--- src/rtl/nfc_pkg.sv ---
package nfc_pkg;

  // Register window byte offsets (software-visible map)
  localparam logic [5:0] OFS_LP_LO = 6'h00;
  localparam logic [5:0] OFS_LP_HI = 6'h04;
  localparam logic [5:0] OFS_COLP  = 6'h08;
  localparam logic [5:0] OFS_BCNT  = 6'h0C;
  localparam logic [5:0] OFS_CLR   = 6'h10;
  localparam logic [5:0] OFS_DATA  = 6'h14;
  localparam logic [5:0] OFS_CTRL  = 6'h18;

  // Control register bit positions
  localparam int unsigned CB_SEL0 = 0;
  localparam int unsigned CB_CMD  = 1;
  localparam int unsigned CB_ADR  = 2;
  localparam int unsigned CB_WPR  = 3;
  localparam int unsigned CB_SEL1 = 4;
  localparam int unsigned CB_RDY  = 5;
  localparam int unsigned CTL_W   = 5;

  typedef enum logic [2:0] {
    RS_LP_LO, RS_LP_HI, RS_COLP, RS_BCNT, RS_CLR, RS_DATA, RS_CTRL, RS_NONE
  } reg_sel_e;

  typedef enum logic [1:0] {
    PH_IDLE, PH_SETUP, PH_PULSE, PH_HOLD
  } seq_ph_e;

  function automatic reg_sel_e decode_ofs(input logic [5:0] a);
    case (a)
      OFS_LP_LO: return RS_LP_LO;
      OFS_LP_HI: return RS_LP_HI;
      OFS_COLP:  return RS_COLP;
      OFS_BCNT:  return RS_BCNT;
      OFS_CLR:   return RS_CLR;
      OFS_DATA:  return RS_DATA;
      OFS_CTRL:  return RS_CTRL;
      default:   return RS_NONE;
    endcase
  endfunction

  // Per-byte column parity contribution
  function automatic logic [5:0] col_bits(input logic [7:0] d);
    logic [5:0] c;
    c[0] = d[0] ^ d[2] ^ d[4] ^ d[6];
    c[1] = d[1] ^ d[3] ^ d[5] ^ d[7];
    c[2] = d[0] ^ d[1] ^ d[4] ^ d[5];
    c[3] = d[2] ^ d[3] ^ d[6] ^ d[7];
    c[4] = ^d[3:0];
    c[5] = ^d[7:4];
    return c;
  endfunction

endpackage

--- src/rtl/nfc_ecc_acc.sv ---
module nfc_ecc_acc #(
  parameter int unsigned CNT_W = 16
) (
  input  logic             clk,
  input  logic             rst_n,
  input  logic             clr,
  input  logic             dig_vld,
  input  logic [7:0]       dig_byte,
  output logic [7:0]       lp_lo_rd,
  output logic [7:0]       lp_hi_rd,
  output logic [5:0]       colp,
  output logic [CNT_W-1:0] bcount
);
  import nfc_pkg::*;

  localparam int unsigned IDX_W = 8;
  localparam int unsigned HALF  = IDX_W / 2;

  logic [IDX_W-1:0] lp_a_q, lp_b_q;
  logic [5:0]       cp_q;
  logic [CNT_W-1:0] cnt_q;
  logic             odd_byte;
  logic [IDX_W-1:0] idx;

  assign odd_byte = ^dig_byte;
  assign idx      = cnt_q[IDX_W-1:0];

  always_ff @(posedge clk) begin
    if (!rst_n || clr) begin
      lp_a_q <= '0;
      lp_b_q <= '0;
      cp_q   <= '0;
      cnt_q  <= '0;
    end else if (dig_vld) begin
      cp_q  <= cp_q ^ col_bits(dig_byte);
      cnt_q <= cnt_q + 1'b1;
      if (odd_byte) begin
        lp_a_q <= lp_a_q ^ ~idx;
        lp_b_q <= lp_b_q ^ idx;
      end
    end
  end

  // Interleaved readback: upper halves into the low register, lower halves into the high one
  for (genvar k = 0; k < HALF; k++) begin : g_ilv
    assign lp_lo_rd[2*k]   = lp_a_q[HALF+k];
    assign lp_lo_rd[2*k+1] = lp_b_q[HALF+k];
    assign lp_hi_rd[2*k]   = lp_a_q[k];
    assign lp_hi_rd[2*k+1] = lp_b_q[k];
  end

  assign colp   = cp_q;
  assign bcount = cnt_q;

endmodule

--- src/rtl/nfc_pin_seq.sv ---
module nfc_pin_seq #(
  parameter int unsigned SETUP_CYC = 1,
  parameter int unsigned PULSE_CYC = 2,
  parameter int unsigned HOLD_CYC  = 1
) (
  input  logic       clk,
  input  logic       rst_n,
  input  logic       start,
  input  logic       rd_mode,
  input  logic       two_bytes,
  input  logic [7:0] wr_byte,
  input  logic [7:0] din,
  output logic       done,
  output logic       dig_vld,
  output logic [7:0] dig_byte,
  output logic [7:0] cap0,
  output logic [7:0] cap1,
  output logic       wr_n,
  output logic       rd_n,
  output logic [7:0] dq_out,
  output logic       dq_oe
);
  import nfc_pkg::*;

  localparam int unsigned MAX_A = (SETUP_CYC > PULSE_CYC) ? SETUP_CYC : PULSE_CYC;
  localparam int unsigned MAX_C = (MAX_A > HOLD_CYC) ? MAX_A : HOLD_CYC;
  localparam int unsigned TMR_W = (MAX_C > 1) ? $clog2(MAX_C) : 1;
  localparam logic [TMR_W-1:0] T_SETUP = TMR_W'(SETUP_CYC - 1);
  localparam logic [TMR_W-1:0] T_PULSE = TMR_W'(PULSE_CYC - 1);
  localparam logic [TMR_W-1:0] T_HOLD  = TMR_W'(HOLD_CYC - 1);

  seq_ph_e          ph_q, ph_d;
  logic [TMR_W-1:0] tmr_q, tmr_d;
  logic             sec_q, sec_d;
  logic             rdm_q, rdm_d;
  logic             two_q, two_d;
  logic [7:0]       wb_q, wb_d;
  logic             tmr_zero;
  logic             wr_n_q, rd_n_q, oe_q;
  logic [7:0]       cap0_q, cap1_q;

  assign tmr_zero = (tmr_q == '0);

  always_comb begin
    ph_d  = ph_q;
    tmr_d = tmr_q;
    sec_d = sec_q;
    rdm_d = rdm_q;
    two_d = two_q;
    wb_d  = wb_q;
    case (ph_q)
      PH_IDLE: begin
        if (start) begin
          ph_d  = PH_SETUP;
          tmr_d = T_SETUP;
          sec_d = 1'b0;
          rdm_d = rd_mode;
          two_d = two_bytes;
          wb_d  = wr_byte;
        end
      end
      PH_SETUP: begin
        if (tmr_zero) begin
          ph_d  = PH_PULSE;
          tmr_d = T_PULSE;
        end else begin
          tmr_d = tmr_q - 1'b1;
        end
      end
      PH_PULSE: begin
        if (tmr_zero) begin
          ph_d  = PH_HOLD;
          tmr_d = T_HOLD;
        end else begin
          tmr_d = tmr_q - 1'b1;
        end
      end
      default: begin
        if (tmr_zero) begin
          if (two_q && !sec_q) begin
            ph_d  = PH_SETUP;
            tmr_d = T_SETUP;
            sec_d = 1'b1;
          end else begin
            ph_d = PH_IDLE;
          end
        end else begin
          tmr_d = tmr_q - 1'b1;
        end
      end
    endcase
  end

  always_ff @(posedge clk) begin
    if (!rst_n) begin
      ph_q   <= PH_IDLE;
      tmr_q  <= '0;
      sec_q  <= 1'b0;
      rdm_q  <= 1'b0;
      two_q  <= 1'b0;
      wb_q   <= '0;
      wr_n_q <= 1'b1;
      rd_n_q <= 1'b1;
      oe_q   <= 1'b0;
      cap0_q <= '0;
      cap1_q <= '0;
    end else begin
      ph_q   <= ph_d;
      tmr_q  <= tmr_d;
      sec_q  <= sec_d;
      rdm_q  <= rdm_d;
      two_q  <= two_d;
      wb_q   <= wb_d;
      // Pins follow the next phase so they line up with ph_q from a register
      wr_n_q <= !((ph_d == PH_PULSE) && !rdm_d);
      rd_n_q <= !((ph_d == PH_PULSE) && rdm_d);
      oe_q   <= (ph_d != PH_IDLE) && !rdm_d;
      if ((ph_q == PH_PULSE) && tmr_zero && rdm_q) begin
        if (sec_q) cap1_q <= din;
        else       cap0_q <= din;
      end
    end
  end

  assign dig_vld  = (ph_q == PH_HOLD) && tmr_zero;
  assign done     = dig_vld && !(two_q && !sec_q);
  assign dig_byte = rdm_q ? (sec_q ? cap1_q : cap0_q) : wb_q;
  assign cap0     = cap0_q;
  assign cap1     = cap1_q;
  assign wr_n     = wr_n_q;
  assign rd_n     = rd_n_q;
  assign dq_oe    = oe_q;
  assign dq_out   = wb_q;

endmodule

--- src/rtl/nand_ecc_host.sv ---
module nand_ecc_host #(
  parameter int unsigned ADDR_W      = 6,
  parameter int unsigned CNT_W       = 16,
  parameter int unsigned SYNC_STAGES = 2,
  parameter int unsigned SETUP_CYC   = 1,
  parameter int unsigned PULSE_CYC   = 2,
  parameter int unsigned HOLD_CYC    = 1
) (
  input  logic              clk,
  input  logic              rst_n,
  input  logic              req_valid,
  output logic              req_ready,
  input  logic              req_write,
  input  logic              req_word,
  input  logic [ADDR_W-1:0] req_addr,
  input  logic [31:0]       req_wdata,
  output logic              rsp_valid,
  input  logic              rsp_ready,
  output logic [31:0]       rsp_rdata,
  output logic              fl_sel_n,
  output logic              fl_cmd_latch,
  output logic              fl_addr_latch,
  output logic              fl_wprot_n,
  output logic              fl_wr_n,
  output logic              fl_rd_n,
  output logic [7:0]        fl_dq_o,
  output logic              fl_dq_oe,
  input  logic [7:0]        fl_dq_i,
  input  logic              fl_ready
);
  import nfc_pkg::*;

  localparam int unsigned OFS_BITS = 6;

  logic [CTL_W-1:0] ctl_q;
  logic             busy_q, rd_q, word_q;
  logic             rsp_valid_q;
  logic [31:0]      rsp_data_q;
  logic             in_window;
  reg_sel_e         sel;
  logic             accept;
  logic             rdy_live;
  logic [31:0]      reg_rdata;
  logic [31:0]      io_rdata;

  logic             seq_done, dig_vld;
  logic [7:0]       dig_byte, cap0, cap1;
  logic             ecc_clr;
  logic [7:0]       lp_lo_rd, lp_hi_rd;
  logic [5:0]       colp;
  logic [CNT_W-1:0] ecc_bcount;

  // Window check: upper address bits beyond the 64-byte map must be zero
  if (ADDR_W > OFS_BITS) begin : g_wide
    assign in_window = (req_addr[ADDR_W-1:OFS_BITS] == '0);
    assign sel = in_window ? decode_ofs(req_addr[OFS_BITS-1:0]) : RS_NONE;
  end else begin : g_narrow
    assign in_window = 1'b1;
    assign sel = decode_ofs(OFS_BITS'(req_addr));
  end

  // Ready/busy input synchronizer
  logic [SYNC_STAGES-1:0] rdy_sync_q;
  if (SYNC_STAGES > 1) begin : g_sync_n
    always_ff @(posedge clk) begin
      if (!rst_n) rdy_sync_q <= '0;
      else        rdy_sync_q <= {rdy_sync_q[SYNC_STAGES-2:0], fl_ready};
    end
  end else begin : g_sync_1
    always_ff @(posedge clk) begin
      if (!rst_n) rdy_sync_q <= '0;
      else        rdy_sync_q <= fl_ready;
    end
  end
  assign rdy_live = rdy_sync_q[SYNC_STAGES-1];

  assign req_ready = !busy_q && !rsp_valid_q;
  assign accept    = req_valid && req_ready;
  assign ecc_clr   = accept && req_write && (sel == RS_CLR);

  always_comb begin
    reg_rdata = '0;
    case (sel)
      RS_LP_LO: reg_rdata[7:0] = lp_lo_rd;
      RS_LP_HI: reg_rdata[7:0] = lp_hi_rd;
      RS_COLP:  reg_rdata[5:0] = colp;
      RS_BCNT:  reg_rdata[7:0] = ecc_bcount[7:0];
      RS_CTRL: begin
        reg_rdata[CTL_W-1:0] = ctl_q;
        reg_rdata[CB_RDY]    = rdy_live;
      end
      default:  reg_rdata = '0;
    endcase
  end

  assign io_rdata = word_q ? {8'h00, cap1, 8'h00, cap0} : {24'h0, cap0};

  always_ff @(posedge clk) begin
    if (!rst_n) begin
      ctl_q       <= '0;
      busy_q      <= 1'b0;
      rd_q        <= 1'b0;
      word_q      <= 1'b0;
      rsp_valid_q <= 1'b0;
      rsp_data_q  <= '0;
    end else begin
      if (rsp_valid_q && rsp_ready) rsp_valid_q <= 1'b0;
      if (accept) begin
        if (sel == RS_DATA) begin
          busy_q <= 1'b1;
          rd_q   <= !req_write;
          word_q <= req_word && !req_write;
        end else begin
          rsp_valid_q <= 1'b1;
          rsp_data_q  <= req_write ? 32'h0 : reg_rdata;
          if (req_write && (sel == RS_CTRL)) ctl_q <= req_wdata[CTL_W-1:0];
        end
      end
      if (busy_q && seq_done) begin
        busy_q      <= 1'b0;
        rsp_valid_q <= 1'b1;
        rsp_data_q  <= rd_q ? io_rdata : 32'h0;
      end
    end
  end

  nfc_pin_seq #(
    .SETUP_CYC (SETUP_CYC),
    .PULSE_CYC (PULSE_CYC),
    .HOLD_CYC  (HOLD_CYC)
  ) u_seq (
    .clk       (clk),
    .rst_n     (rst_n),
    .start     (accept && (sel == RS_DATA)),
    .rd_mode   (!req_write),
    .two_bytes (!req_write && req_word),
    .wr_byte   (req_wdata[7:0]),
    .din       (fl_dq_i),
    .done      (seq_done),
    .dig_vld   (dig_vld),
    .dig_byte  (dig_byte),
    .cap0      (cap0),
    .cap1      (cap1),
    .wr_n      (fl_wr_n),
    .rd_n      (fl_rd_n),
    .dq_out    (fl_dq_o),
    .dq_oe     (fl_dq_oe)
  );

  nfc_ecc_acc #(.CNT_W(CNT_W)) u_ecc (
    .clk      (clk),
    .rst_n    (rst_n),
    .clr      (ecc_clr),
    .dig_vld  (dig_vld),
    .dig_byte (dig_byte),
    .lp_lo_rd (lp_lo_rd),
    .lp_hi_rd (lp_hi_rd),
    .colp     (colp),
    .bcount   (ecc_bcount)
  );

  assign fl_sel_n      = !(ctl_q[CB_SEL0] || ctl_q[CB_SEL1]);
  assign fl_cmd_latch  = ctl_q[CB_CMD];
  assign fl_addr_latch = ctl_q[CB_ADR];
  assign fl_wprot_n    = !ctl_q[CB_WPR];
  assign rsp_valid     = rsp_valid_q;
  assign rsp_rdata     = rsp_data_q;

endmodule

--- config.mk ---
export PLATFORM = sky130hd
export DESIGN_NAME = nand_ecc_host
export DESIGN_NICKNAME = d
export VERILOG_FILES = /design/src/rtl/nfc_pkg.sv /design/src/rtl/nfc_ecc_acc.sv /design/src/rtl/nfc_pin_seq.sv /design/src/rtl/nand_ecc_host.sv
export SDC_FILE = /design/constraint.sdc
export NUM_CORES = 1
export LEC_CHECK = 0
export BUFFER_PORTS_ARGS = -buffer_cell sky130_fd_sc_hd__buf_4
export CORE_MARGIN = 3
export CORE_UTILIZATION = 45
export CTS_CLUSTER_SIZE = 28
export DETAILED_ROUTE_END_ITERATION = 8
export PLACE_DENSITY = 0.77
export SYNTH_ARGS = -nofsm -noshare
export SYNTH_HDL_FRONTEND = slang
export SYNTH_SLANG_ARGS = --single-unit
--- constraint.sdc ---
create_clock -name clk -period 2.6 [get_ports clk]
set_clock_uncertainty 0.2 [all_clocks]
set_input_delay 0.52 -clock clk [delete_from_list [all_inputs] [get_ports clk]]
set_output_delay 0.52 -clock clk [all_outputs]
set_load 0.01 [all_outputs]
==> run_results.csv <==
group,metric,value,unit
run_status,run_status,"complete, but fails checks",
run_status,violated_checks,"setup timing",
critical_path,regToRegStartpoint,"u_seq.sec_q",
synthesis,compound_cell_area_share_of_the_yosys_netlist,16.96,%
power_and_ir_drop,worst_ir_drop_vdd,0.0005178,V
cells_and_area,finalNetCount,643,
cells_and_area,drive_above_1_share,28.40,%
floorplan,top_level_ports,102,
detailed_routing,postRouteWirelength,11820,microns
clocking,worst_skew_pair.late_latency,0.37,ns
timing,worst-slew-pin-transition,0.8404,ns
detailed_routing,count_of_routing_violations_after_the_opening_detailed_route_iteration,310,
power_and_ir_drop,static-leakage-power,2.086,nW
timing,final-hold-violation-count,0,
power_and_ir_drop,design_power_total,0.003007,W
cells_and_area,areaGrowthSynthToFinish,26.26,%
critical_path,critical_path_max_stage_delay,0.41,ns
synthesis,synth_enable_flop_cells,0,
global_route,global_route.usage.met3,5.003,%
timing,worst_hold_slack,0.1532,ns
synthesis,post-synth-top-area-cell,"sky130_fd_sc_hd__dfxtp_1",
timing,slew_headroom,43.84,%
timing,fin_ws,-0.007233,ns
critical_path,setup.worst_path.end_class,"flip-flop",
floorplan,coreArea,9371,sq um
critical_path,worst_setup_path_startpoint,"u_seq.sec_q",
synthesis,yosys_warnings,0,
detailed_routing,wire_per_inst,16.48,microns
synthesis,synth_async_sr_flop_share,0,%
critical_path,path_class,"reg -> reg",
clocking,cts_made_buffers,9,
min_path,hold_path.startpoint,"fl_ready",
critical_path,crit_path_frequent_cell,"sky130_fd_sc_hd__xnor2_2",
detailed_routing,vias,4000,
global_route,grt_pass1_vias,3851,
clocking,tritoncts,"done",
critical_path,timing.critical_path.from_type,"flip-flop",
detailed_routing,route.detailed.vias_per_inst,5.579,
clocking,cts_max_level,3,
timing,finalCriticalPeriod,2.607,ns
floorplan,core.rowCount,35,
min_path,worst_hold_path_type,"in -> reg",
detailed_routing,1st_pass_router_iterations,5,
timing,rsz0062_at_grt,"true",
clocking,cts-root-to-sink-buffers,2,
synthesis,synth_top_flop_cell,"sky130_fd_sc_hd__dfxtp_1",
global_route,busiest_layer,"met2",
floorplan,initial_core_util,46.77,%
critical_path,timing.critical_path.max_delay_family,"multiplexers",
global_route,grt_util_all_layers,21.05,%
critical_path,worstRegToRegCells,10,
synthesis,postSynthCellCount,499,
global_route,global_route.usage.met1,27.61,%
synthesis,synth_mux_area_share,11.39,%
synthesis,synth_simple_gate_area_share,17.70,%
min_path,hold-path-cell-count,2,
power_and_ir_drop,powerDensity,543.3,nW/um^2
synthesis,netlist_area,4383,sq um
synthesis,synth_xor_xnor_area_share,4.739,%
global_route,grt_overflow,0,
critical_path,regToRegEndpoint,"u_ecc.lp_b_q[0]",
cells_and_area,fillers,791,
cells_and_area,finish.utilization,59.05,%
clocking,cts_hold_repair.buffers,0,
floorplan,dieWidth,104.7,microns
critical_path,worst-endpoint-required,2.72,ns
critical_path,critical_path.n_buffers_inverters,3,
critical_path,critical-path-slowest-cell,"sky130_fd_sc_hd__dfxtp_4",
synthesis,post_synth_num_cell_types,49,
detailed_routing,detail_route.drc_violations,0,
clocking,clock_sinks,90,
critical_path,crit_arrival,2.72,ns
clocking,worst_setup_hold_path_clk_slew,0.10,ns
global_route,groute.layer.met2.usage,33.81,%
synthesis,synth-adder-area-share,1.998,%
place,place_worst_setup_slack,-0.2214,ns
timing,timing.final.crit_share,100.3,%
timing,accumulated_negative_setup_slack,-0.01219,ns
synthesis,synth_top_area_share,41.11,%
global_route,pin_count_of_the_biggest_net_entering_global_routing,48,
detailed_routing,drtAntennaViolNets,0,
place,routabilityCongestion,0.8897,
place,port_buffers,61,
global_route,grt_pass1_wl,18750,microns
timing,finalSetupViolCount,3,
job,cap_viol_max_count,0,
cells_and_area,antenna-diode-count,0,
critical_path,worst-r2r-setup-slack,-0.007,ns
synthesis,fraction_of_the_yosys_area_taken_by_sequential_cells,41.11,%
global_route,antenna_violations_before_repair,0,
critical_path,cp_cell_sequence,"buf_6, mux2_4, mux2i_4, xnor2_2, xnor2_2, xnor2_2, buf_4, clkbuf_16, or3_1, a21oi_1",
clocking,clockRootBuffer,"sky130_fd_sc_hd__clkbuf_8",
floorplan,die-area,10960,sq um
synthesis,count_of_state_elements_after_synthesis,90,
timing,final-max-slew-violation-count,0,
synthesis,syn_avg_cell_area,8.783,sq um
timing,fmax,383.5,MHz
synthesis,synth.top_cells.by_area,"sky130_fd_sc_hd__dfxtp_1, sky130_fd_sc_hd__a21oi_1, sky130_fd_sc_hd__mux2i_1",
floorplan,die-height,104.7,microns
min_path,holdPathEnd,"rdy_sync_q[0]",
critical_path,crit_path_max_fanout,16,
place,detailedPlacementHpwl,8212,microns
synthesis,synth_top_family_by_area,"simple AND/OR/NAND/NOR gates",
==> what timing repair did <==
item,4_1_cts,5_1_grt
pin swaps,2,4
setup buffers,1,4
cloned,0,1
setup endpoints to repair,16,13
resized for setup,11,16
==> worst max-delay path by stage <==
stage | endpoint | slack [ns] | cells past startpoint
floorplan | u_ecc.lp_a_q[6] | 0.07 | 9
global placement | u_ecc.lp_a_q[7] | -0.10 | 9
detailed placement | u_ecc.lp_a_q[5] | -0.22 | 9
CTS | u_ecc.lp_a_q[5] | 0.01 | 9
global route | u_ecc.lp_a_q[4] | -0.07 | 9
finish | u_ecc.lp_b_q[0] | -0.007 | 10
==> cell families (layout without fill, tap and decap cells) <==
kind of cell,Yosys count,count (layout)
buffers and inverters,51,125
other,1,16
multiplexers,40,40
AND/OR/NAND/NOR,163,163
XOR/XNOR,22,22
AO/OA/AOI/OAI,125,125
flip-flops,90,90
adder cells (fa/ha/maj),7,7
==> layer usage <==
metal | routed length, microns | vias to the layer above
li1 | - | 1903
met4 | 241 | 0
met1 | 5148 | 1901
met2 | 5490 | 174
met3 | 935 | 22
met5 | 0 | -
==> area by class of cell <==
class | instances | area [sq um] | area share, %
timing repair buffer | 103 | 832.0 | 15.04
inverter | 6 | 22.52 | 0.4070
clock inverter | 7 | 83.83 | 1.515
sequential | 90 | 1805 | 32.62
tap | 129 | 161.4 | 2.917
clock buffer | 9 | 123.9 | 2.238
multi-input combinational | 373 | 2505 | 45.26
==> state kept, by name, indices dropped and copies added (netlist names) <==
name	flops
busy_q	1
ctl_q	5
rd_q	1
rdy_sync_q	2
rsp_rdata	16
rsp_valid	1
u_ecc.bcount	8
u_ecc.colp	6
u_ecc.lp_a_q	8
u_ecc.lp_b_q	8
u_seq.cap0	8
u_seq.cap1	8
u_seq.dq_oe	1
u_seq.dq_out	8
u_seq.ph_q	2
u_seq.rd_n	1
u_seq.rdm_q	1
u_seq.sec_q	1
u_seq.tmr_q	1
u_seq.two_q	1
u_seq.wr_n	1
word_q	1
==> synth_stat cells (4+ instances only) <==
master / count
sky130_fd_sc_hd__clkbuf_1: 25
sky130_fd_sc_hd__ha_1: 7
sky130_fd_sc_hd__a21oi_1: 57
sky130_fd_sc_hd__nand2_1: 48
sky130_fd_sc_hd__nor2b_1: 4
sky130_fd_sc_hd__xnor2_1: 14
sky130_fd_sc_hd__or4_1: 8
sky130_fd_sc_hd__a211oi_1: 4
sky130_fd_sc_hd__inv_1: 6
sky130_fd_sc_hd__mux2i_4: 4
sky130_fd_sc_hd__mux2_4: 4
sky130_fd_sc_hd__a22o_1: 5
sky130_fd_sc_hd__a22oi_1: 14
sky130_fd_sc_hd__buf_4: 17
sky130_fd_sc_hd__nand3_1: 16
sky130_fd_sc_hd__mux2i_1: 20
sky130_fd_sc_hd__mux2_2: 10
sky130_fd_sc_hd__dfxtp_1: 90
sky130_fd_sc_hd__nor2_1: 48
sky130_fd_sc_hd__and2_1: 5
sky130_fd_sc_hd__o21ai_1: 10
sky130_fd_sc_hd__or3_1: 14
sky130_fd_sc_hd__o21ai_0: 16
sky130_fd_sc_hd__nand2b_1: 6
sky130_fd_sc_hd__o31ai_1: 8
sky130_fd_sc_hd__xor2_1: 6
==> cell usage in the layout (no fill, tap or decap), drive strengths merged, types with 2 or more instances in the layout <==
cell type,instances
buf,102
dfxtp,90
a21oi,57
nor2,48
nand2,48
o21ai,26
mux2i,25
nand3,16
conb,16
xnor2,16
a22oi,14
or3,14
mux2,14
inv,11
clkbuf,10
or4,8
o31ai,8
ha,7
nand2b,6
xor2,6
and2,5
a22o,5
nor2b,4
a211oi,4
nand4,3
nor3,3
o211ai,2
o21a,2
nor4,2
and3,2
a32oi,2
==> power by group <==
| part | internal, W | switching (W) |
|---|---|---|
| registers | 0.00142 | 0.0000451 |
| logic | 0.000214 | 0.000289 |
| clock network | 0.000467 | 0.000569 |
| total | 0.00210 | 0.000904 |
==> metrics by stage <==
stage	instances	area (sq um)
2_1_floorplan	514	4439
3_3_place_gp	695	5140
3_5_place_dp	695	5140
4_1_cts	712	5409
5_1_grt	717	5534
6_report	717	5534
==> worst reg2reg max path, cell delays in order, from the launching register on <==
cell                        delay [ns]
sky130_fd_sc_hd__dfxtp_4          0.41
sky130_fd_sc_hd__buf_6            0.13
sky130_fd_sc_hd__mux2_4           0.32
sky130_fd_sc_hd__mux2i_4          0.20
sky130_fd_sc_hd__xnor2_2          0.12
sky130_fd_sc_hd__xnor2_2          0.17
sky130_fd_sc_hd__xnor2_2          0.19
sky130_fd_sc_hd__buf_4            0.16
sky130_fd_sc_hd__clkbuf_16        0.17
sky130_fd_sc_hd__or3_1            0.35
sky130_fd_sc_hd__a21oi_1          0.12
No activity file was read; power rests on OpenSTA's default activity.
